`src/rtl/blkx_pkg.sv`:
```
package blkx_pkg;
    typedef enum logic [1:0] {
        MODE_UP_AFTER   = 2'd0,
        MODE_UP_BEFORE  = 2'd1,
        MODE_DN_AFTER   = 2'd2,
        MODE_DN_BEFORE  = 2'd3
    } xfer_mode_e;

    typedef enum logic [1:0] {
        ST_IDLE  = 2'd0,
        ST_ISSUE = 2'd1,
        ST_DONE  = 2'd2
    } seq_state_e;
endpackage

```
`src/rtl/blkx_count.sv`:
```
module blkx_count #(
    parameter int NREG = 16,
    localparam int CW = $clog2(NREG + 1)
) (
    input  logic [NREG-1:0] mask,
    output logic [CW-1:0]   count
);
    always_comb begin
        count = '0;
        for (int i = 0; i < NREG; i++) begin
            count = count + CW'(mask[i]);
        end
    end
endmodule

```
`src/rtl/blkx_addr.sv`:
```
module blkx_addr
    import blkx_pkg::*;
#(
    parameter int AW   = 32,
    parameter int NREG = 16,
    localparam int CW  = $clog2(NREG + 1)
) (
    input  logic [AW-1:0] base,
    input  logic [CW-1:0] count,
    input  xfer_mode_e    mode,
    output logic [AW-1:0] first_addr,
    output logic [AW-1:0] final_base
);
    logic [AW-1:0] span;
    localparam logic [AW-1:0] WORD = AW'(4);

    assign span = AW'(count) << 2;

    always_comb begin
        unique case (mode)
            MODE_UP_AFTER: begin
                first_addr = base;
                final_base = base + span;
            end
            MODE_UP_BEFORE: begin
                first_addr = base + WORD;
                final_base = base + span;
            end
            MODE_DN_AFTER: begin
                first_addr = base - span + WORD;
                final_base = base - span;
            end
            MODE_DN_BEFORE: begin
                first_addr = base - span;
                final_base = base - span;
            end
            default: begin
                first_addr = base;
                final_base = base;
            end
        endcase
    end
endmodule

```
`src/rtl/blkx_pick.sv`:
```
module blkx_pick #(
    parameter int NREG = 16,
    localparam int IW  = $clog2(NREG)
) (
    input  logic [NREG-1:0] pending,
    output logic [IW-1:0]   idx,
    output logic [NREG-1:0] remain
);
    always_comb begin
        idx = '0;
        for (int i = NREG - 1; i >= 0; i--) begin
            if (pending[i]) idx = IW'(i);
        end
    end

    generate
        for (genvar g = 0; g < NREG; g++) begin : g_clr
            assign remain[g] = pending[g] && (IW'(g) != idx);
        end
    endgenerate
endmodule

```
`src/rtl/blkx_seq.sv`:
```
module blkx_seq
    import blkx_pkg::*;
#(
    parameter int AW   = 32,
    parameter int NREG = 16,
    localparam int IW  = $clog2(NREG),
    localparam int CW  = $clog2(NREG + 1)
) (
    input  logic            clk,
    input  logic            rst_n,
    input  logic            start,
    input  logic [AW-1:0]   base,
    input  logic [NREG-1:0] reg_mask,
    input  logic [1:0]      mode,
    input  logic            is_load,
    input  logic            wb_en,
    output logic            busy,
    output logic            mem_valid,
    input  logic            mem_ready,
    output logic [AW-1:0]   mem_addr,
    output logic            mem_we,
    output logic [IW-1:0]   reg_idx,
    output logic            done,
    output logic            wb_valid,
    output logic [AW-1:0]   wb_base
);
    seq_state_e      st_q;
    logic [AW-1:0]   addr_q;
    logic [NREG-1:0] pend_q;
    logic            we_q;
    logic            wb_q;
    logic [AW-1:0]   fin_q;

    logic [CW-1:0]   cnt;
    logic [AW-1:0]   first_addr;
    logic [AW-1:0]   final_base;
    logic [IW-1:0]   cur_idx;
    logic [NREG-1:0] next_pend;

    blkx_count #(.NREG(NREG)) u_count (
        .mask  (reg_mask),
        .count (cnt)
    );

    blkx_addr #(.AW(AW), .NREG(NREG)) u_addr (
        .base       (base),
        .count      (cnt),
        .mode       (xfer_mode_e'(mode)),
        .first_addr (first_addr),
        .final_base (final_base)
    );

    blkx_pick #(.NREG(NREG)) u_pick (
        .pending (pend_q),
        .idx     (cur_idx),
        .remain  (next_pend)
    );

    always_ff @(posedge clk or negedge rst_n) begin
        if (!rst_n) begin
            st_q   <= ST_IDLE;
            addr_q <= '0;
            pend_q <= '0;
            we_q   <= 1'b0;
            wb_q   <= 1'b0;
            fin_q  <= '0;
        end else begin
            unique case (st_q)
                ST_IDLE: begin
                    if (start) begin
                        addr_q <= first_addr;
                        pend_q <= reg_mask;
                        we_q   <= ~is_load;
                        wb_q   <= wb_en;
                        fin_q  <= final_base;
                        st_q   <= (reg_mask == '0) ? ST_DONE : ST_ISSUE;
                    end
                end
                ST_ISSUE: begin
                    if (mem_ready) begin
                        pend_q <= next_pend;
                        addr_q <= addr_q + AW'(4);
                        if (next_pend == '0) st_q <= ST_DONE;
                    end
                end
                ST_DONE: begin
                    st_q <= ST_IDLE;
                end
                default: st_q <= ST_IDLE;
            endcase
        end
    end

    always_comb begin
        busy      = (st_q != ST_IDLE);
        mem_valid = (st_q == ST_ISSUE);
        done      = (st_q == ST_DONE);
        wb_valid  = done && wb_q;
        mem_addr  = {addr_q[AW-1:2], 2'b00};
        mem_we    = we_q;
        reg_idx   = cur_idx;
        wb_base   = fin_q;
    end
endmodule

```
`config.mk`:
```
export PLATFORM = sky130hd
export DESIGN_NAME = blkx_seq
export DESIGN_NICKNAME = d
export VERILOG_FILES = /design/src/rtl/blkx_pkg.sv /design/src/rtl/blkx_count.sv /design/src/rtl/blkx_addr.sv /design/src/rtl/blkx_pick.sv /design/src/rtl/blkx_seq.sv
export SDC_FILE = /design/constraint.sdc
export NUM_CORES = 1
export LEC_CHECK = 0
export BUFFER_PORTS_ARGS = -buffer_cell sky130_fd_sc_hd__buf_2
export CAP_MARGIN = 5
export CORE_MARGIN = 3
export CORE_UTILIZATION = 59
export DETAILED_ROUTE_END_ITERATION = 8
export PLACE_DENSITY = 0.85
export SETUP_SLACK_MARGIN = 0.02
export SLEW_MARGIN = 20
export SYNTH_ARGS = -nofsm -noshare
export SYNTH_HDL_FRONTEND = slang
export SYNTH_HIERARCHICAL = 1
export SYNTH_SLANG_ARGS = --single-unit
```
`constraint.sdc`:
```
create_clock -name clk -period 3.2 [get_ports clk]
set_input_delay 0 -clock clk [delete_from_list [all_inputs] [get_ports clk]]
set_output_delay 0 -clock clk [all_outputs]
set_load 0.05 [all_outputs]
```
==> results of run 1 <==
==> per-stage QoR <==
stage	setup WS, ns	hold WS (ns)	cell area [um2]	utilization (%)
detailed placement	-3.288	0.1899	10930	80.62
global placement	-3.167	0.1856	10930	80.62
floorplan	-3.077	-0.2956	8748	-
CTS	-2.718	0.03210	12600	92.95
==> timing repair <==
action | in CTS
cloned | 1
resized for setup | 211
pin swaps | 95
hold buffers | 6
hold endpoints to repair | 75
buffers inserted | 42
setup endpoints to repair | 59
==> impl_metrics.yaml, run 1 <==
status:
  stop_stage: "5_1_grt"
  status: "aborted with a tool error"
  first-error: "[ERROR DPL-0038] Utilization greater than 100%, impossible to legalize"
floorplanning:
  die_w_um: 125.2
  rows: 42
  initial_core_util_pct: 61.85
  pin_count: 129
  die_h_um: 125.2
clock_tree:
  clockBufferDepth: 2
  h-tree-depth: 3
  cts_buffers: 9
  cts_sinks: 82
  root_buffer: "clkbuf_16"
placed_design:
  hpwl_um: 25480
  place_inst: 1602
  port_buffers: 126
  gp_congestion: 1.029
logic_synthesis:
  syn_avg_cell_area_um2: 7.241
  synth_warnings: 6
  netlist_area_um2: 8386
  netlist_instances: 1158
timing:
  worst_endpoint: "addr_q[27]$_DFFE_PN0P_/D"
  endpoint_type: "register data pin"
global_routing:
  grt_max_degree: 72
==> run 2, diff against run 1 <==
--- a/config.mk
+++ b/config.mk
@@ -8,10 +8,9 @@
 export BUFFER_PORTS_ARGS = -buffer_cell sky130_fd_sc_hd__buf_2
 export CAP_MARGIN = 5
 export CORE_MARGIN = 3
-export CORE_UTILIZATION = 59
+export CORE_UTILIZATION = 40
 export DETAILED_ROUTE_END_ITERATION = 8
-export PLACE_DENSITY = 0.85
-export SETUP_SLACK_MARGIN = 0.02
+export PLACE_DENSITY_LB_ADDON = 0.15
 export SLEW_MARGIN = 20
 export SYNTH_ARGS = -nofsm -noshare
 export SYNTH_HDL_FRONTEND = slang
==> impl_metrics.yaml, run 2 <==
finish:
  final_common_cell: "buf_4"
  fin_nets: 1610
  fin_util_pct: 65.77
  fillers: 1796
  multiInputGateArea_um2: 7243
  num_antenna_cells: 0
  finalNonFillerCells: 1797
  syn_to_final_growth_pct: 60.24
  layout_common_cells: "buf_4 (229), nand2_1 (208), buf_2 (121)"
  stdcell_area_um2: 13440
  largest_reg_flops: 32
  layout-drive-gt1-share_pct: 43.61
  regArea_um2: 2052
clock_tree:
  cts_sinks: 82
  root_buffer: "clkbuf_16"
  clk_pin_slew_ns: 0.07
  cts_buffers: 9
  insertion_delay_ns: 0.37
  tritoncts: "done"
  clockBufferDepth: 2
  h-tree-depth: 3
placed_design:
  place_area_um2: 11190
  place_inst: 1715
  gp_congestion: 0.9944
  port_buffers: 126
  hpwl_um: 26660
critical_path:
  cpPeakStageDelay_ns: 0.54
  crit_path_start_kind: "input pin"
  rr_startpoint: "pend_q[14]"
  cp_common_cell: "fa_1"
  crit_fanout: 6
  endpoint_kind: "flop"
  slowest_stage: "fa_1"
  cp.required_ns: 3.47
  worst_ep_arrival_time_ns: 6.21
  worstSetupPathType: "input pin to flop"
  reg2reg_to: "st_q[1]"
  ff2ff_path_depth: 9
  regToRegSetupSlack_ns: 0.40
  startpoint: "reg_mask[7]"
routing:
  vias: 10450
  remaining_drc_errors: 0
  drt_wl_total_um: 37000
  vias_per_cell: 5.815
  first_pass_iters: 5
  drt_iter0_markers: 816
  ant_nets: 0
  wl_per_cell_um: 20.59
logic_synthesis:
  netlist_area_um2: 8386
  syn_avg_cell_area_um2: 7.241
  synth_warnings: 6
  netlist_instances: 1158
job:
  drv_cap: 0
power_and_ir_drop:
  leakagePower_nw: 6.122
  powerDensity_nw_per_um2: 607.7
  p_total_mw: 8.166
  ir_worst_vdd_v: 0.0006285
timing:
  slew_headroom_pct: 47.35
  timing.final.hold_violations: 0
  worstMarginPinSlew_ns: 0.7832
  post-route-period-util_pct: 185.7
  max_freq_mhz: 168.3
  timing.final.crit_period_ns: 5.941
  slew_violations: 0
  timing.hold.ws_ns: 0.03168
  rsz0062_at_grt: "true"
  skew_ns: 0.02206
  fin_ws_ns: -2.741
  final-setup-viol-count: 59
global_routing:
  grt_pass1_vias: 9810
  grt_first_pass_wirelength_um: 55430
  grt_use_total_pct: 31.45
  overflow: 0
  antenna_found_initial: 0
  grt_max_degree: 53
floorplanning:
  die_area_um2: 22740
  initial_core_util_pct: 41.05
  rows: 52
  die_h_um: 150.8
  pin_count: 129
  die_w_um: 150.8
  core_um2: 20430
worst_hold_path:
  hold_depth: 4
  min_path_type: "input pin to flop"
  hold_end: "pend_q[3]"
  hold_path_startpoint: "reg_mask[3]"
status:
  status: "finished with violations"
  violations: "setup timing"
[run 2: area by class of cell]
type,count,area share (%)
Inverter,60,1.769
Clock inverter,7,0.5308
Timing Repair Buffer,434,24.33
Clock buffer,9,1.676
Multi-Input combinational cell,935,53.91
Sequential cell,82,15.27
Tap cell,270,2.514
[run 2: per-stage QoR]
step	TNS [ns]	setup WS [ns]
global placement	-136.28	-3.167
global route	-124.06	-2.972
finish	-114.41	-2.741
floorplan	-106.92	-3.077
CTS	-110.15	-2.644
detailed placement	-138.37	-3.234
[run 2: worst max-delay path: cells and delay by family]
family	cells	cell delay, ns
adders and majority gates	7	3.00
and+or+nand+nor	5	0.73
buffers and inverters	7	0.86
AOI/OAI and AO/OA	7	1.61
[run 2: how the worst max path moves through the flow]
stage / to / slack, ns / cells after the start
after CTS: addr_q[27] / -2.64 / 23
after global routing: addr_q[31] / -2.97 / 27
after detailed placement: addr_q[31] / -3.23 / 25
after global placement: addr_q[31] / -3.17 / 25
final: addr_q[27] / -2.74 / 26
after floorplan: addr_q[24] / -3.08 / 24
[run 2: report_power, final]
part / switching (mW) / leakage [nW] / internal (mW)
Combinational: 2.89 / 4.96 / 2.88
Sequential: 0.126 / 1.02 / 1.14
Clock: 0.569 / 0.139 / 0.552
[run 2: per-layer routing]
metal / vias up / global-route usage, % / share of wire (%)
met4: 0 / 12.60 / 3.7
li1: 4909 / - / -
met3: 76 / 4.399 / 6.7
met1: 4996 / 43.00 / 42
met5: - / 0 / 0
met2: 469 / 50.17 / 47
[run 2: repair_timing]
item,4_1_cts,5_1_grt
setup buffers,37,43
hold buffers,7,0
pin swaps,88,114
endpoints found under the setup margin,59,59
hold endpoints to repair,56,0
resized for setup,168,128
Note: power is estimated with default switching activity, not from simulation.
